--- src/rtl/vof_pkg.sv ---
package vof_pkg;

    localparam int BYTE_W   = 8;
    localparam int LEAD_LEN = 4;
    localparam int PH_W     = 2;

    typedef logic [BYTE_W-1:0] byte_t;

    typedef struct packed {
        byte_t b;
        logic  vld;
        logic  hg;
        logic  vg;
    } slot_t;

    typedef enum logic [2:0] {
        S_IDLE,
        S_PRE_FF,
        S_PRE_Z1,
        S_PRE_Z2,
        S_PRE_SAV,
        S_ACTIVE
    } fsm_t;

    localparam byte_t CODE_ZERO = '0;
    localparam byte_t CODE_ONES = '1;

    // start code: fixed 1, F, V, H, then protection bits
    function automatic byte_t sav_code(input logic f, input logic v);
        logic h;
        h = 1'b0;
        return {1'b1, f, v, h, v ^ h, f ^ h, f ^ v, f ^ v ^ h};
    endfunction

    // keep payload away from the reserved timing codes
    function automatic byte_t clip_code(input byte_t x);
        if (x == CODE_ZERO)      return CODE_ZERO + byte_t'(1);
        else if (x == CODE_ONES) return CODE_ONES - byte_t'(1);
        else                     return x;
    endfunction

endpackage

--- src/rtl/vof_sample_sel.sv ---
module vof_sample_sel
    import vof_pkg::*;
(
    input  logic  clk,
    input  logic  rst_n,
    input  byte_t in_luma,
    input  byte_t in_chroma,
    input  logic  in_valid,
    input  logic  in_hgate,
    input  logic  in_vgate,
    output slot_t slot_q
);

    logic [PH_W-1:0] phase_q;
    logic            accept;
    byte_t           pick;

    assign accept = in_valid & in_hgate;

    // even phase takes chroma (Cb then Cr), odd phase takes luma
    always_comb begin
        if (phase_q[0]) pick = in_luma;
        else            pick = in_chroma;
    end

    always_ff @(posedge clk) begin
        if (!rst_n) begin
            phase_q <= '0;
        end else if (!in_hgate) begin
            phase_q <= '0;
        end else if (accept) begin
            phase_q <= phase_q + 1'b1;
        end
    end

    always_ff @(posedge clk) begin
        if (!rst_n) begin
            slot_q <= '0;
        end else begin
            slot_q.b   <= accept ? clip_code(pick) : CODE_ZERO;
            slot_q.vld <= accept;
            slot_q.hg  <= in_hgate;
            slot_q.vg  <= in_vgate;
        end
    end

    assert_phase_restart_R6: assert property (@(posedge clk) disable iff (!rst_n)
        !in_hgate |=> phase_q == '0);

    assert_gate_ignore_R12: assert property (@(posedge clk) disable iff (!rst_n)
        !in_hgate |=> !slot_q.vld);

endmodule

--- src/rtl/vof_delay.sv ---
module vof_delay #(
    parameter int W     = 8,
    parameter int DEPTH = 3
) (
    input  logic         clk,
    input  logic         rst_n,
    input  logic [W-1:0] d,
    output logic [W-1:0] q
);

    generate
        if (DEPTH == 0) begin : g_pass
            assign q = d;
        end else begin : g_chain
            logic [W-1:0] stage_q [DEPTH];
            for (genvar i = 0; i < DEPTH; i++) begin : g_stage
                always_ff @(posedge clk) begin
                    if (!rst_n) stage_q[i] <= '0;
                    else if (i == 0) stage_q[i] <= d;
                    else stage_q[i] <= stage_q[(i > 0) ? i - 1 : 0];
                end
            end
            assign q = stage_q[DEPTH-1];
        end
    endgenerate

endmodule

--- src/rtl/vof_frame_fsm.sv ---
module vof_frame_fsm
    import vof_pkg::*;
(
    input  logic  clk,
    input  logic  rst_n,
    input  logic  in_hgate,
    input  logic  in_vgate,
    input  logic  in_field,
    input  slot_t tail,
    input  logic  cfg_href_en,
    input  logic  cfg_vref_en,
    output byte_t data_q,
    output logic  dq_q,
    output logic  hg_q,
    output logic  vg_q,
    output logic  href_q,
    output logic  vref_q
);

    fsm_t  state_q, state_d;
    logic  h_prev_q;
    logic  rise;
    byte_t sav_q;
    byte_t byte_d;
    logic  dq_d;

    assign rise = in_hgate & ~h_prev_q;

    always_ff @(posedge clk) begin
        if (!rst_n) begin
            h_prev_q <= 1'b0;
            sav_q    <= CODE_ZERO;
        end else begin
            h_prev_q <= in_hgate;
            if (rise) sav_q <= sav_code(in_field, ~in_vgate);
        end
    end

    // next state: line_start wins over everything
    always_comb begin
        state_d = state_q;
        if (rise) begin
            state_d = S_PRE_FF;
        end else begin
            unique case (state_q)
                S_IDLE:    state_d = tail.hg ? S_ACTIVE : S_IDLE;
                S_PRE_FF:  state_d = S_PRE_Z1;
                S_PRE_Z1:  state_d = S_PRE_Z2;
                S_PRE_Z2:  state_d = S_PRE_SAV;
                S_PRE_SAV: state_d = S_ACTIVE;
                S_ACTIVE:  state_d = tail.hg ? S_ACTIVE : S_IDLE;
                default:   state_d = S_IDLE;
            endcase
        end
    end

    always_ff @(posedge clk) begin
        if (!rst_n) state_q <= S_IDLE;
        else        state_q <= state_d;
    end

    // byte selection for the state being entered
    always_comb begin
        byte_d = CODE_ZERO;
        dq_d   = 1'b0;
        unique case (state_d)
            S_PRE_FF:  byte_d = CODE_ONES;
            S_PRE_Z1:  byte_d = CODE_ZERO;
            S_PRE_Z2:  byte_d = CODE_ZERO;
            S_PRE_SAV: byte_d = sav_q;
            S_IDLE, S_ACTIVE: begin
                byte_d = tail.vld ? tail.b : CODE_ZERO;
                dq_d   = tail.vld;
            end
            default: begin
                byte_d = CODE_ZERO;
                dq_d   = 1'b0;
            end
        endcase
    end

    always_ff @(posedge clk) begin
        if (!rst_n) begin
            data_q <= CODE_ZERO;
            dq_q   <= 1'b0;
            hg_q   <= 1'b0;
            vg_q   <= 1'b0;
            href_q <= 1'b0;
            vref_q <= 1'b0;
        end else begin
            data_q <= byte_d;
            dq_q   <= dq_d;
            hg_q   <= tail.hg;
            vg_q   <= tail.vg;
            href_q <= cfg_href_en & tail.hg & ~hg_q;
            vref_q <= cfg_vref_en & tail.vg & ~vg_q;
        end
    end

    assert_fill_zero_R2: assert property (@(posedge clk) disable iff (!rst_n)
        (!dq_q && (state_q == S_IDLE || state_q == S_ACTIVE)) |-> data_q == CODE_ZERO);

    assert_payload_clip_R7: assert property (@(posedge clk) disable iff (!rst_n)
        dq_q |-> (data_q != CODE_ZERO && data_q != CODE_ONES));

    assert_pre_order_R4: assert property (@(posedge clk) disable iff (!rst_n)
        (state_q == S_PRE_FF) |=> (data_q == CODE_ZERO || data_q == CODE_ONES));

    assert_sav_format_R5: assert property (@(posedge clk) disable iff (!rst_n)
        (state_q == S_PRE_SAV) |-> (data_q[7] && !data_q[4] &&
                                    data_q[3] == data_q[5] && data_q[2] == data_q[6]));

    assert_href_edge_R9: assert property (@(posedge clk) disable iff (!rst_n)
        href_q |-> (hg_q && !$past(hg_q)));

    assert_href_width_R9: assert property (@(posedge clk) disable iff (!rst_n)
        href_q |=> !href_q);

    assert_vref_edge_R10: assert property (@(posedge clk) disable iff (!rst_n)
        vref_q |-> (vg_q && !$past(vg_q)));

    assert_vref_width_R10: assert property (@(posedge clk) disable iff (!rst_n)
        vref_q |=> !vref_q);

endmodule

--- src/rtl/vof_stream_fmt.sv ---
module vof_stream_fmt
    import vof_pkg::*;
(
    input  logic       clk,
    input  logic       rst_n,
    input  logic [7:0] in_luma,
    input  logic [7:0] in_chroma,
    input  logic       in_valid,
    input  logic       in_hgate,
    input  logic       in_vgate,
    input  logic       in_field,
    input  logic       cfg_href_en,
    input  logic       cfg_vref_en,
    input  logic       cfg_dq_clk,
    output logic [7:0] out_data,
    output logic       out_hgate,
    output logic       out_vgate,
    output logic       out_href,
    output logic       out_vref,
    output logic       out_dq
);

    localparam int SLOT_W  = $bits(slot_t);
    localparam int DLY_LEN = LEAD_LEN - 1;

    slot_t head;
    slot_t tail;
    logic  dq_lvl;

    vof_sample_sel u_sel (
        .clk       (clk),
        .rst_n     (rst_n),
        .in_luma   (in_luma),
        .in_chroma (in_chroma),
        .in_valid  (in_valid),
        .in_hgate  (in_hgate),
        .in_vgate  (in_vgate),
        .slot_q    (head)
    );

    vof_delay #(
        .W     (SLOT_W),
        .DEPTH (DLY_LEN)
    ) u_dly (
        .clk   (clk),
        .rst_n (rst_n),
        .d     (head),
        .q     (tail)
    );

    vof_frame_fsm u_fsm (
        .clk         (clk),
        .rst_n       (rst_n),
        .in_hgate    (in_hgate),
        .in_vgate    (in_vgate),
        .in_field    (in_field),
        .tail        (tail),
        .cfg_href_en (cfg_href_en),
        .cfg_vref_en (cfg_vref_en),
        .data_q      (out_data),
        .dq_q        (dq_lvl),
        .hg_q        (out_hgate),
        .vg_q        (out_vgate),
        .href_q      (out_href),
        .vref_q      (out_vref)
    );

    // qualifier pin as level or as clock gated by the level
    assign out_dq = cfg_dq_clk ? (clk & dq_lvl) : dq_lvl;

endmodule

--- config.mk ---
export PLATFORM = sky130hd
export DESIGN_NAME = vof_stream_fmt
export DESIGN_NICKNAME = d
export VERILOG_FILES = /design/src/rtl/vof_pkg.sv /design/src/rtl/vof_sample_sel.sv /design/src/rtl/vof_delay.sv /design/src/rtl/vof_frame_fsm.sv /design/src/rtl/vof_stream_fmt.sv
export SDC_FILE = /design/constraint.sdc
export NUM_CORES = 1
export LEC_CHECK = 0
export ABC_AREA = 1
export ABC_CLOCK_PERIOD_IN_PS = 1100
export BUFFER_PORTS_ARGS = -buffer_cell sky130_fd_sc_hd__buf_2
export CAP_MARGIN = 20
export CORE_ASPECT_RATIO = 0.6
export CORE_MARGIN = 4
export CORE_UTILIZATION = 33
export DETAILED_ROUTE_END_ITERATION = 12
export HOLD_SLACK_MARGIN = 0.03
export MAX_ROUTING_LAYER = met4
export PLACE_DENSITY_LB_ADDON = 0.05
export SLEW_MARGIN = 15
export SYNTH_ARGS = -nofsm -noshare
export SYNTH_HDL_FRONTEND = slang
export SYNTH_SLANG_ARGS = --single-unit
--- constraint.sdc ---
create_clock -name clk -period 1.1 [get_ports clk]
set_input_delay 0.165 -clock clk [delete_from_list [all_inputs] [get_ports clk]]
set_output_delay 0.165 -clock clk [all_outputs]
set_load 0.05 [all_outputs]
After elaboration in Yosys (flattened, before gate mapping)
Memories as Yosys holds them, arrays and structs flattened.
Cells that the tools add are included.
Cells by class
  $add $sub $neg: 1
  multiply operators: 0
  div/mod/pow operators: 0
  magnitude comparators: 0
  equality and inequality tests: 9
  shifts and indexed selects: 0
  muxes and demuxes: 14
  bitwise gates (word level): 17
  reductions and logical operators: 9
Operators by type and width (count)
  $mux W11: 3
  $mux W8: 3
  $pmux W8 S3: 1
  $pmux W3 S5: 1
  $eq A3 B3 Y1 const B: 4
  $eq A8 B8 Y1 const B: 1
  $logic_not A8 Y1: 1
  $and A1 B1 Y1: 7
  $eq A3 B1 Y1 const B: 2
  $eq A3 B2 Y1 const B: 2
  $logic_not A3 Y1: 2
  $mux W3: 2
  $not A1 Y1: 6
  $reduce_and A2 Y1: 3
  $mux W1: 4
  $reduce_or A2 Y1: 2
  $or A1 B1 Y1: 3
  $reduce_or A3 Y1: 1
  $add A2 B1 Y2 const B: 1
  $xor A1 B1 Y1: 1
Storage, ports and cells
  register bits after elaboration: 36
  latch bits: 0
  bits in writable memories: 33
  memory bits (read-only): 0
  input bits: 25
  output and inout port bits: 13
  memories kept: 1
Memories
  u_dly.g_chain.stage_q: words 3, bits a word 11, rd ports 3, clocked after Yosys merged registers in 0, write ports 3, RTL line vof_delay.sv:15  | logic [W-1:0] stage_q [DEPTH];

Depth between registers and ports, before layout
  depth after elaboration: 7
  depth in mapped cells: 9
  depth with buffers taken out: 9

By module
From an unflattened synthesis, not the netlist that was laid out.
Second synthesis, totals
  cells, all modules: 295
  area total of the unflattened synthesis: 2394.8 um^2
Modules (own cells, without submodules)
  vof_delay: times used 1, cells each 103, area an instance 982.2 um^2, sequential area each 660.6 um^2
  vof_frame_fsm: times used 1, cells each 109, area an instance 887.1 um^2, sequential area each 420.4 um^2
  vof_sample_sel: times used 1, cells each 79, area an instance 509.2 um^2, sequential area each 240.2 um^2
  vof_stream_fmt: times used 1, cells each 4, area an instance 16.3 um^2, sequential area each 0.0 um^2

==> impl_metrics.tcl <==
set metrics [dict create \
    status "finished, violations left" \
    violations "negative setup slack" \
    wire_per_inst_microns 10.06 \
    ant_nets 0 \
    rsz0062_at_grt "yes" \
    relSlewSlack 0.7741 \
    clkTransAtPathRegs_ns 0.07 \
    dieArea_sq_mm 0.007970 \
    die_w_microns 112.6 \
    grt_pass1_wl_microns 7562 \
    core_sq_mm 0.006248 \
    die_h_microns 70.77 \
    path_class "reg -> reg" \
    viasPerCell 4.138 \
    worst_slack_ns -0.1444 \
    antenna_found_initial 0 \
    worstPathRequired_ns 1.28 \
    post-route-min-period_ns 1.244 \
    numCtsBuffers 9 \
    drive_gt1_frac 0.4650 \
    hold_path.class "in -> reg" \
    crit_start "u_sel.phase_q[0]" \
    leakage_nw 1.742 \
    num_vias 1825 \
    drtIter0Drc 60 \
    hp-start "cfg_href_en" \
    crit_path_max_incr_delay_ns 0.37 \
    ys_warn_count 0 \
    yosysUniqueCellTypes 23 \
    clkLatencyLatePin_ns 0.42 \
    finClkSkew_ns 0.1415 \
    grt_max_degree 35 \
    io_buffers 37 \
    cts_root_buffer "clkbuf_8" \
    grt_pass1_vias 1710 \
    crit_chain "buf_12, nand2_2, nand2_2, inv_2, buf_4, nor3_2, nand2_1, nand2_1, a21boi_2" \
    cp_max_fo 7 \
    setup_viol 15 \
    cts_tree "built" \
    stdcell_area_sq_mm 0.003354 \
    startpoint_type "register" \
    synth_nets 291 \
    drv_cap 0 \
    htreeDepth 3 \
    final_cell_mix "nand2_1 (60), dfxtp_1 (56), inv_1 (47)" \
    place_hpwl_microns 2863 \
    ys_seq_area_frac 0.6005 \
    cp_slowest_cell "dfxtp_2" \
    fmax_mhz 803.6 \
    synth_cells 266 \
    synth_area_sq_mm 0.002167 \
    final_nets 377 \
    syn_avg_cell_area_sq_um 8.147 \
    final_hold_viol_count 0 \
    power_density_mw_per_mm2 1612 \
    num_rows 22 \
    total_power_mw 5.406 \
    synth-seq-cells 65 \
    syn2layout_area_growth_pct 54.79 \
    worst_slew_pin_slew_ns 0.3389 \
    r2r_start "u_sel.phase_q[0]" \
    post-place-ws_ns -0.1813 \
    drv_slew 0 \
    routed_wl_microns 4436 \
    ir_worst_vdd_v 0.001110 \
    crit_path_end_kind "register" \
    finalCritPeriodShare 1.131 \
    antennaDiodeCount 0 \
    initial_utilization 0.3468 \
    dpl_cell_area_sq_mm 0.002623 \
    drt_first_pass_iters 4 \
    place.gp.congestion 0.7280 \
    grt_overflow 0 \
    finalSetupTns_ns -1.264 \
    io_pins 38 \
    drc 0 \
    final_common_cell "nand2_1" \
    arrival_ns 1.42 \
    grt.total_usage 0.1276 \
    clock_path_buffers 2 \
]
[synthesized netlist by cell type (all sizes together)]
library cell  count  area share
nand2            78        0.14
dfxtp            65        0.60
inv              56       0.097
a21oi            19       0.047
nor2             14       0.024
nand3            11       0.025
o21ai             6       0.014
buf               5       0.013
nor3              5       0.016
a21boi            2      0.0087
a31oi             1      0.0029
clkbuf            1      0.0017
clkinv            1      0.0017
nand4             1      0.0029
or2               1      0.0029
[metrics by stage]
step | util | hold slack, ns | cells
2_1_floorplan | - | 0.2626 | 266
3_3_place_gp | 0.4197 | 0.3761 | 405
3_5_place_dp | 0.4197 | 0.3724 | 405
4_1_cts | 0.5038 | 0.1079 | 438
5_1_grt | 0.5368 | 0.1334 | 441
6_report | 0.5368 | 0.1156 | 441
[report_power, final]
part | internal, mW | switching (mW) | leakage (nW)
combinational | 0.307 | 0.340 | 1.08
clock | 1.39 | 0.908 | 0.133
sequential | 2.42 | 0.0332 | 0.533
total | 4.13 | 1.28 | 1.74
[path summary, 6_finish.rpt]
kind,to,slack (ns),cells past startpoint
max,u_sel.slot_q[3],-0.14,9
min,u_fsm.href_q,0.12,3
max reg2reg,u_sel.slot_q[3],-0.14,9
min reg2reg,u_dly.g_chain.stage_q[2][3],0.28,2
[sequential cells by signal, indices dropped and copies added (netlist names)]
register / count
u_dly.g_chain.stage_q: 33
u_fsm.data_q: 8
u_fsm.dq_q: 1
u_fsm.hg_q: 1
u_fsm.href_q: 1
u_fsm.sav_q: 4
u_fsm.state_q: 3
u_fsm.vg_q: 1
u_fsm.vref_q: 1
u_sel.phase_q: 1
u_sel.slot_q: 11
[per-layer routing]
layer	up-vias	track usage	share of wire
met2	35	0.1667	0.41
met4	0	0.06400	0.022
met1	810	0.1598	0.50
met5	-	-	0
met3	13	0.06496	0.063
li1	967	-	-
[cells by family after synthesis]
group,share of synthesized area
AND/OR/NAND/NOR,0.2136
flip-flops,0.6005
buffers and inverters,0.1132
AO/OA/AOI/OAI,0.07275
[final cells by class]
cell class	count	area, sq um
Multi-Input combinational cell	139	877.1
Clock inverter	3	38.79
Clock buffer	18	207.7
Tap cell	84	105.1
Timing Repair Buffer	76	594.3
Sequential cell	65	1315
Fill cell	599	2894
Inverter	56	216.5
[what timing repair did]
item / in CTS / in global routing
gates cloned: 1 / 0
setup endpoints to repair: 25 / 28
gates resized for setup: 59 / 45
buffers inserted: 13 / 4
hold endpoints to repair: 5 / 0
pin swaps: 21 / 22
hold buffers: 3 / 0
[critical path: cells and delay by family, from the launching register on]
family          cells  cell delay (ns)
simple gates        5             0.40
flops               1             0.37
buf+inv             3             0.31
compound gates      1             0.05
Note: power is estimated with default switching activity, not from simulation.
